==> config.mk <==
export PLATFORM = sky130hd
export DESIGN_NAME = mdio_responder
export DESIGN_NICKNAME = d
export VERILOG_FILES = /design/src/rtl/mdio_resp_pkg.sv /design/src/rtl/mdio_sync_edge.sv /design/src/rtl/mdio_phy_regs.sv /design/src/rtl/mdio_frame_fsm.sv /design/src/rtl/mdio_responder.sv
export SDC_FILE = /design/constraint.sdc
export NUM_CORES = 1
export LEC_CHECK = 0
export ABC_AREA = 1
export ABC_CLOCK_PERIOD_IN_PS = 3000
export CORE_ASPECT_RATIO = 1.4
export CORE_MARGIN = 1.5
export CORE_UTILIZATION = 64
export CTS_CLUSTER_DIAMETER = 120
export DETAILED_ROUTE_END_ITERATION = 7
export MAX_ROUTING_LAYER = met4
export PLACE_DENSITY_LB_ADDON = 0.05
export RECOVER_POWER = 25
export SYNTH_ARGS = -nofsm -noshare
export SYNTH_HDL_FRONTEND = slang
export SYNTH_SLANG_ARGS = --single-unit
==> constraint.sdc <==
create_clock -name clk -period 3 [get_ports clk]
set_clock_uncertainty 0.15 [all_clocks]
set_input_delay 0.6 -clock clk [delete_from_list [all_inputs] [get_ports clk]]
set_output_delay 0.6 -clock clk [all_outputs]
set_load 0.01 [all_outputs]
==> src/rtl/mdio_resp_pkg.sv <==
package mdio_resp_pkg;

    localparam int unsigned MDIO_DW      = 16;
    localparam int unsigned MDIO_AW      = 5;
    localparam int unsigned MDIO_PHY_AW  = 5;
    localparam int unsigned MDIO_POS_W   = $clog2(MDIO_DW);
    localparam int unsigned MDIO_CNT_W   = 3;

    localparam logic [MDIO_DW-1:0] CTL_FORCE_LOW  = 16'h8200;
    localparam logic [MDIO_DW-1:0] CTL_FORCE_HIGH = 16'h2000;

    typedef enum logic [3:0] {
        FS_RESET  = 4'd0,
        FS_IDLE   = 4'd1,
        FS_START  = 4'd2,
        FS_OPC    = 4'd3,
        FS_OP_HI  = 4'd4,
        FS_OP_LO  = 4'd5,
        FS_PHYADR = 4'd6,
        FS_REGADR = 4'd7,
        FS_TURN1  = 4'd8,
        FS_TURN2  = 4'd9,
        FS_DATA   = 4'd10
    } frame_state_e;

    // Register view seen by a read: hard-wired words win over storage.
    function automatic logic [MDIO_DW-1:0] phy_read_view(
        input logic [MDIO_AW-1:0] idx,
        input logic [MDIO_DW-1:0] stored
    );
        logic [MDIO_DW-1:0] r;
        case (idx)
            5'd0:    r = (stored & ~CTL_FORCE_LOW) | CTL_FORCE_HIGH;
            5'd1:    r = 16'h782C;
            5'd2:    r = 16'h0013;
            5'd3:    r = 16'h61D4;
            5'd5:    r = 16'h41E1;
            5'd6:    r = 16'h0001;
            5'd17:   r = 16'h4700;
            default: r = stored;
        endcase
        return r;
    endfunction

endpackage

==> src/rtl/mdio_sync_edge.sv <==
module mdio_sync_edge #(
    parameter int unsigned STAGES = 2
) (
    input  logic clk,
    input  logic rst_n,
    input  logic mdc,
    input  logic mdio_in,
    input  logic host_drive,
    output logic edge_o,
    output logic bit_o,
    output logic drive_o
);

    typedef struct packed {
        logic [STAGES-1:0] clk_sh;
        logic [STAGES-1:0] dat_sh;
        logic [STAGES-1:0] drv_sh;
        logic              clk_prev;
    } sync_t;

    sync_t sy_d, sy_q;

    always_comb begin
        sy_d = sy_q;
        sy_d.clk_sh[0] = mdc;
        sy_d.dat_sh[0] = mdio_in;
        sy_d.drv_sh[0] = host_drive;
        for (int i = 1; i < int'(STAGES); i++) begin
            sy_d.clk_sh[i] = sy_q.clk_sh[i-1];
            sy_d.dat_sh[i] = sy_q.dat_sh[i-1];
            sy_d.drv_sh[i] = sy_q.drv_sh[i-1];
        end
        sy_d.clk_prev = sy_q.clk_sh[STAGES-1];
    end

    always_ff @(posedge clk or negedge rst_n) begin
        if (!rst_n) begin
            sy_q.clk_sh   <= '0;
            sy_q.dat_sh   <= '1;
            sy_q.drv_sh   <= '0;
            sy_q.clk_prev <= 1'b0;
        end else begin
            sy_q <= sy_d;
        end
    end

    assign edge_o  = sy_q.clk_sh[STAGES-1] & ~sy_q.clk_prev;
    assign bit_o   = sy_q.dat_sh[STAGES-1];
    assign drive_o = sy_q.drv_sh[STAGES-1];

    // Two consecutive edge pulses would need the line to rise twice in a row.
    AST_EDGE_SINGLE: assert property (@(posedge clk) disable iff (!rst_n)
        edge_o |=> !edge_o);

endmodule

==> src/rtl/mdio_phy_regs.sv <==
module mdio_phy_regs
    import mdio_resp_pkg::*;
(
    input  logic               clk,
    input  logic               rst_n,
    input  logic               wr_en_i,
    input  logic [MDIO_AW-1:0] addr_i,
    input  logic [MDIO_DW-1:0] wr_data_i,
    output logic [MDIO_DW-1:0] rd_word_o
);

    localparam int unsigned NUM_REGS = 1 << MDIO_AW;

    logic [MDIO_DW-1:0] mem_d [NUM_REGS];
    logic [MDIO_DW-1:0] mem_q [NUM_REGS];
    logic [MDIO_DW-1:0] view  [NUM_REGS];

    always_comb begin
        mem_d = mem_q;
        if (wr_en_i) begin
            mem_d[addr_i] = wr_data_i;
        end
    end

    always_ff @(posedge clk or negedge rst_n) begin
        if (!rst_n) begin
            for (int i = 0; i < int'(NUM_REGS); i++) begin
                mem_q[i] <= '0;
            end
        end else begin
            mem_q <= mem_d;
        end
    end

    for (genvar g = 0; g < int'(NUM_REGS); g++) begin : g_view
        assign view[g] = phy_read_view(MDIO_AW'(g), mem_q[g]);
    end

    assign rd_word_o = view[addr_i];

    AST_STORE_LANDS: assert property (@(posedge clk) disable iff (!rst_n)
        wr_en_i |=> mem_q[$past(addr_i)] == $past(wr_data_i));

    AST_CTL_FORCED: assert property (@(posedge clk) disable iff (!rst_n)
        (addr_i == '0) |-> (rd_word_o[15] == 1'b0 && rd_word_o[9] == 1'b0
                            && rd_word_o[13] == 1'b1));

endmodule

==> src/rtl/mdio_frame_fsm.sv <==
module mdio_frame_fsm
    import mdio_resp_pkg::*;
(
    input  logic               clk,
    input  logic               rst_n,
    input  logic               edge_i,
    input  logic               line_bit_i,
    input  logic               drive_i,
    input  logic [MDIO_DW-1:0] rd_word_i,
    output logic [MDIO_AW-1:0] reg_addr_o,
    output logic               wr_en_o,
    output logic [MDIO_DW-1:0] wr_data_o,
    output logic               bit_o
);

    typedef struct packed {
        frame_state_e            state;
        logic                    is_read;
        logic [MDIO_CNT_W-1:0]   cnt;
        logic [MDIO_AW-1:0]      regad;
        logic [MDIO_DW-1:0]      data;
        logic [MDIO_POS_W-1:0]   pos;
        logic                    bitv;
    } fsm_t;

    localparam logic [MDIO_CNT_W-1:0] PHY_LAST = MDIO_CNT_W'(MDIO_PHY_AW - 1);
    localparam logic [MDIO_CNT_W-1:0] REG_LAST = MDIO_CNT_W'(MDIO_AW - 1);
    localparam logic [MDIO_POS_W-1:0] POS_TOP  = MDIO_POS_W'(MDIO_DW - 1);

    fsm_t st_d, st_q;
    logic bit_eff;
    logic wr_fire;
    logic [MDIO_DW-1:0] word_sel;

    assign bit_eff  = drive_i ? line_bit_i : st_q.bitv;
    assign word_sel = (st_q.pos == POS_TOP) ? rd_word_i : st_q.data;

    always_comb begin
        st_d    = st_q;
        wr_fire = 1'b0;
        if (edge_i) begin
            st_d.bitv = bit_eff;
            unique case (st_q.state)
                FS_RESET: begin
                    st_d.cnt   = '0;
                    st_d.regad = '0;
                    st_d.data  = '0;
                    st_d.pos   = POS_TOP;
                    st_d.state = bit_eff ? FS_IDLE : FS_START;
                end
                FS_IDLE: begin
                    st_d.state = bit_eff ? FS_IDLE : FS_START;
                end
                FS_START: begin
                    st_d.state = bit_eff ? FS_OPC : FS_RESET;
                end
                FS_OPC: begin
                    st_d.state = bit_eff ? FS_OP_HI : FS_OP_LO;
                end
                FS_OP_HI: begin
                    if (!bit_eff) begin
                        st_d.is_read = 1'b1;
                        st_d.state   = FS_PHYADR;
                    end else begin
                        st_d.state   = FS_RESET;
                    end
                end
                FS_OP_LO: begin
                    if (bit_eff) begin
                        st_d.is_read = 1'b0;
                        st_d.state   = FS_PHYADR;
                    end else begin
                        st_d.state   = FS_RESET;
                    end
                end
                FS_PHYADR: begin
                    if (st_q.cnt == PHY_LAST) begin
                        st_d.cnt   = '0;
                        st_d.state = FS_REGADR;
                    end else begin
                        st_d.cnt   = st_q.cnt + 1'b1;
                    end
                end
                FS_REGADR: begin
                    st_d.regad = {st_q.regad[MDIO_AW-2:0], bit_eff};
                    if (st_q.cnt == REG_LAST) begin
                        st_d.cnt   = '0;
                        st_d.state = FS_TURN1;
                    end else begin
                        st_d.cnt   = st_q.cnt + 1'b1;
                    end
                end
                FS_TURN1: begin
                    st_d.state = st_q.is_read ? FS_DATA : FS_TURN2;
                end
                FS_TURN2: begin
                    st_d.state = FS_DATA;
                end
                FS_DATA: begin
                    if (st_q.is_read) begin
                        st_d.data = word_sel;
                        st_d.bitv = word_sel[st_q.pos];
                    end else begin
                        st_d.data = st_q.data
                                  | (MDIO_DW'(bit_eff) << st_q.pos);
                    end
                    if (st_q.pos == '0) begin
                        wr_fire    = !st_q.is_read;
                        st_d.state = FS_RESET;
                    end
                    st_d.pos = st_q.pos - 1'b1;
                end
                default: begin
                    st_d.state = FS_RESET;
                end
            endcase
        end
    end

    always_ff @(posedge clk or negedge rst_n) begin
        if (!rst_n) begin
            st_q.state   <= FS_RESET;
            st_q.is_read <= 1'b0;
            st_q.cnt     <= '0;
            st_q.regad   <= '0;
            st_q.data    <= '0;
            st_q.pos     <= POS_TOP;
            st_q.bitv    <= 1'b1;
        end else begin
            st_q <= st_d;
        end
    end

    assign reg_addr_o = st_q.regad;
    assign wr_en_o    = wr_fire;
    assign wr_data_o  = st_d.data;
    assign bit_o      = st_q.bitv;

    AST_HOLD_NO_EDGE: assert property (@(posedge clk) disable iff (!rst_n)
        !edge_i |=> $stable(st_q.state) && $stable(st_q.bitv));

    AST_BAD_START: assert property (@(posedge clk) disable iff (!rst_n)
        (edge_i && st_q.state == FS_START && !bit_eff)
        |=> st_q.state == FS_RESET);

    AST_BAD_OPCODE: assert property (@(posedge clk) disable iff (!rst_n)
        (edge_i && ((st_q.state == FS_OP_HI && bit_eff)
                 || (st_q.state == FS_OP_LO && !bit_eff)))
        |=> st_q.state == FS_RESET);

    AST_FRAME_CLOSE: assert property (@(posedge clk) disable iff (!rst_n)
        (edge_i && st_q.state == FS_DATA && st_q.pos == '0)
        |=> st_q.state == FS_RESET);

    AST_WRITE_ONLY_IN_DATA: assert property (@(posedge clk) disable iff (!rst_n)
        wr_en_o |-> (st_q.state == FS_DATA && !st_q.is_read));

endmodule

==> src/rtl/mdio_responder.sv <==
module mdio_responder
    import mdio_resp_pkg::*;
#(
    parameter int unsigned SYNC_STAGES = 2
) (
    input  logic clk,
    input  logic rst_n,
    input  logic mdc,
    input  logic mdio_in,
    input  logic host_drive,
    output logic mdio_out
);

    logic               edge_s;
    logic               bit_s;
    logic               drive_s;
    logic [MDIO_AW-1:0] reg_addr;
    logic               wr_en;
    logic [MDIO_DW-1:0] wr_data;
    logic [MDIO_DW-1:0] rd_word;

    mdio_sync_edge #(
        .STAGES (SYNC_STAGES)
    ) u_sync (
        .clk        (clk),
        .rst_n      (rst_n),
        .mdc        (mdc),
        .mdio_in    (mdio_in),
        .host_drive (host_drive),
        .edge_o     (edge_s),
        .bit_o      (bit_s),
        .drive_o    (drive_s)
    );

    mdio_frame_fsm u_fsm (
        .clk        (clk),
        .rst_n      (rst_n),
        .edge_i     (edge_s),
        .line_bit_i (bit_s),
        .drive_i    (drive_s),
        .rd_word_i  (rd_word),
        .reg_addr_o (reg_addr),
        .wr_en_o    (wr_en),
        .wr_data_o  (wr_data),
        .bit_o      (mdio_out)
    );

    mdio_phy_regs u_regs (
        .clk       (clk),
        .rst_n     (rst_n),
        .wr_en_i   (wr_en),
        .addr_i    (reg_addr),
        .wr_data_i (wr_data),
        .rd_word_o (rd_word)
    );

    AST_OUT_NEEDS_EDGE: assert property (@(posedge clk) disable iff (!rst_n)
        !edge_s |=> $stable(mdio_out));

endmodule

==> results.tsv <==
metric	value	unit
antenna viol nets, final	0	
Clock Pin Slew Worst Setup and Hold Paths	0.07	ns
worst slew pin tran	1.66	ns
worst hold stages	0	
Root Buffer	clkbuf_16	
XOR/XNOR Fraction of Synth Area	0.0398	%
Port Buf Inserts	5	
Fillers	2767	
leakage power	12.4	nW
first-pass GRT wire length	104	mm
Slew Limit Fails	60	
violated checks	DRC, capacitance limit, slew limit	
Avg Vias per Cell	5.82	
Total Die Area	35600	sq um
CTS tree	yes	
Final #Nets	2961	
DP Cell Count	3338	
largest family of logic cells by synthesized area	simple AND/OR/NAND/NOR gates	
DR WL met2	31.1	mm
worst r2r src	u_fsm.reg_addr_o[1]	
Pwr Density	551	nW/um^2
Inserted Clock Buffers	44	
Max clock buf depth	3	
Initial DRT Pass Iterations	8	
layout cells sized above 1	9.84	%
post-route insts no fill	3439	
Hold EP	u_sync.sy_d[0]	
Area growth, synth to finish	11.8	%
initial core utilization	64.7	%
DP Wirelength	42.4	mm
Main synth FF type	dfrtp_1	
Post-synth EDFFs	0	
Syn Area/Cell	7.46	sq um
clock sink count	454	
htree depth	2	
worst-path fanout max	36	
asr flop ratio synth	100	%
clk_lat worst skew	0.57	ns
grt ovf	0	
met1 wire length	25.8	mm
worst path required time	3.27	ns
n_diodes	0	
worst path arrival time	3.14	ns
Max Used Layer	met4	
Worst Setup End Kind	flop	
Die Y	223	um
Simple-Gate Fraction of Synth Area	32.0	%
Fmax	0.349	GHz
DR iter-0 viols	2326	
library cells used by synthesis	41	
startpoint types	flop	
Max VDD drop	0.494	mV
r2r setup slk	0.13	ns
core region area	34000	sq um
routed length per instance	19.1	um
Max-slew headroom	-10.8	%
Period Utilization, post-route	95.6	%
Worst R2R End	u_regs.mem_q[196]	
adder-cell share of the synthesized area	0.227	%
initial antenna violation count	0	
vias in the first global route	19100	
Placer Congestion	0.976	
Mapped Cells	2951	
Via Count	20000	
final hold slack	0.206	ns
post-layout min period	2.87	ns
warnings from Yosys	0	
MaxCap Viol Count	1	
mapped cell area	22000	sq um
status	finished, violations left	
die extent in x	160	um
largest net degree at the start of global routing	71	
total track usage	38.8	%
Synth Area in Compound Gates	10.3	%
Min-Delay Path Class	flop to flop	
# IOs	6	
hold violation total from the final report	0	
Crit Path Class	flop to flop	
register bit total from synthesis	454	
Post-Route WL	65.8	mm
num rows	80	
Hold Path Origin	u_sync.sy_d[6]	
FF-to-FF path depth	14	
# DRC	4	
met3 wire len	5.19	mm
Final setup viols	0	
Syn Nets	2960	
proportion of synthesized area in mux cells	0	%
sequential area share after synthesis	51.6	%
[synth_stat cells (4+ instances only)]
library cell  instances  share of area, %
o21ai_0             313               7.1
ha_1                  4              0.23
nor2_2               18              0.51
nor2_4               14              0.72
nor2_1               79               1.3
buf_6                11              0.56
dfrtp_1             447                51
inv_1                85               1.4
nand3_1              96               2.2
a31oi_1               6              0.17
inv_2                35              0.60
clkbuf_1             86               1.5
nand4_1               6              0.17
buf_4                17              0.58
o31ai_1               4              0.14
buf_2                45               1.0
nor3_1                8              0.18
o22ai_2               5              0.28
dfstp_2               7              0.84
nand2_1            1555                27
o22ai_1               5              0.14
a21oi_1              21              0.48
o21ai_1              47               1.1
a22oi_2               6              0.34
[layout make-up]
class	count	area [sq um]	area share [%]
inverters	121	492	2.00
well taps	451	564	2.29
flip-flops and latches	454	11400	46.2
clock inverters	15	194	0.788
clock buffers	67	1320	5.36
repair buffers	117	1250	5.10
multi-input cells	2211	9400	38.2
repair inverters	3	22.5	0.0915
[worst max-delay path by stage]
stage                         from           endpoint  slack [ns]  depth (start not counted)
5_1_grt        u_fsm.reg_addr_o[0]  u_regs.mem_q[338]       -0.02                         15
6_report       u_fsm.reg_addr_o[1]  u_regs.mem_q[196]        0.13                         14
3_5_place_dp   u_fsm.reg_addr_o[2]  u_regs.mem_q[338]       -0.05                         13
3_3_place_gp   u_fsm.reg_addr_o[2]  u_regs.mem_q[338]        0.03                         13
4_1_cts        u_fsm.reg_addr_o[0]  u_regs.mem_q[339]        0.04                         14
2_1_floorplan        u_fsm.st_q[1]  u_regs.mem_q[312]        0.31                         13
[worst max-delay path: stages, from the launching register on]
cell and delay (ns):
dfrtp_2 0.45, inv_2 0.26, buf_12 0.27, nand2_1 0.20, nand2_1 0.13, nor2_1 0.06, nor2_1 0.16, nand3_1 0.10
nor2_1 0.09, nand2_1 0.11, nand2_1 0.09, nand2_1 0.06, a22oi_2 0.19, buf_12 0.23, o21ai_0 0.12
[repair_timing]
action                                  4_1_cts  5_1_grt
endpoints found under the setup margin       29      215
pin swaps                                     1        4
endpoints found under the hold margin        51        0
buffers inserted                              1       14
cloned                                        0        3
hold buffers                                  1        0
resized for setup                             2       35
[registers in the layout, indices dropped and copies added (netlist names)]
name	count
u_fsm.st_q	28
u_sync.sy_q	1
u_fsm.reg_addr_o	5
u_sync.bit_o	1
u_fsm.bit_o	1
u_sync.sy_d	4
u_sync.drive_o	1
u_regs.mem_q	413
[layout by cell type (no fill, tap or decap), types with 7 or more instances in the layout]
master      Yosys  layout
buf_6          11       9
inv_4           0      10
clkbuf_1       86      11
nor2_2         18      21
buf_12          0      27
nor2_1         79      75
dfstp_2         7       7
o21ai_1        47      47
buf_4          17      73
dfrtp_1       447     444
nor3_1          8       8
nand2_1      1555    1555
a21oi_1        21      21
nor2_4         14      15
inv_2          35      24
clkbuf_16       0      45
nand3_1        96      96
clkinvlp_4      0       8
inv_1          85      83
clkbuf_8        0      11
o21ai_0       313     313
[kinds of logic after synthesis]
family | Yosys count
AOI/OAI and AO/OA | 420
xor gates and xnor gates | 1
adders and majority gates | 4
buffers and inverters | 286
DFF | 454
and+or+nand+nor | 1786
[through the flow]
stage | setup slack [ns] | area, sq um | utilization (%) | total power, mW | TNS [ns]
finish | 0.131 | 24600 | 72.3 | 13.6 | 0
global route | -0.0213 | 24600 | 72.3 | 14.0 | -0.0213
CTS | 0.0376 | 24400 | 71.8 | 13.6 | 0
detailed placement | -0.0510 | 22900 | 67.3 | 7.82 | -0.151
global placement | 0.0336 | 22900 | 67.3 | 7.80 | 0
floorplan | 0.309 | 22000 | - | 7.21 | 0
[power breakdown]
group | leakage [nW] | switching, mW | internal [mW]
clock | 0.736 | 2.42 | 3.39
sequential | 6.30 | 0.0552 | 6.18
combinational | 5.39 | 1.09 | 0.432
total | 12.4 | 3.57 | 10.0
[layer usage]
metal | vias to the layer above | track usage, %
met5 | - | -
met4 | 0 | 19.2
met3 | 210 | 5.30
met2 | 979 | 61.1
met1 | 9567 | 49.8
li1 | 9257 | -
(Power assumes the default switching activity.)
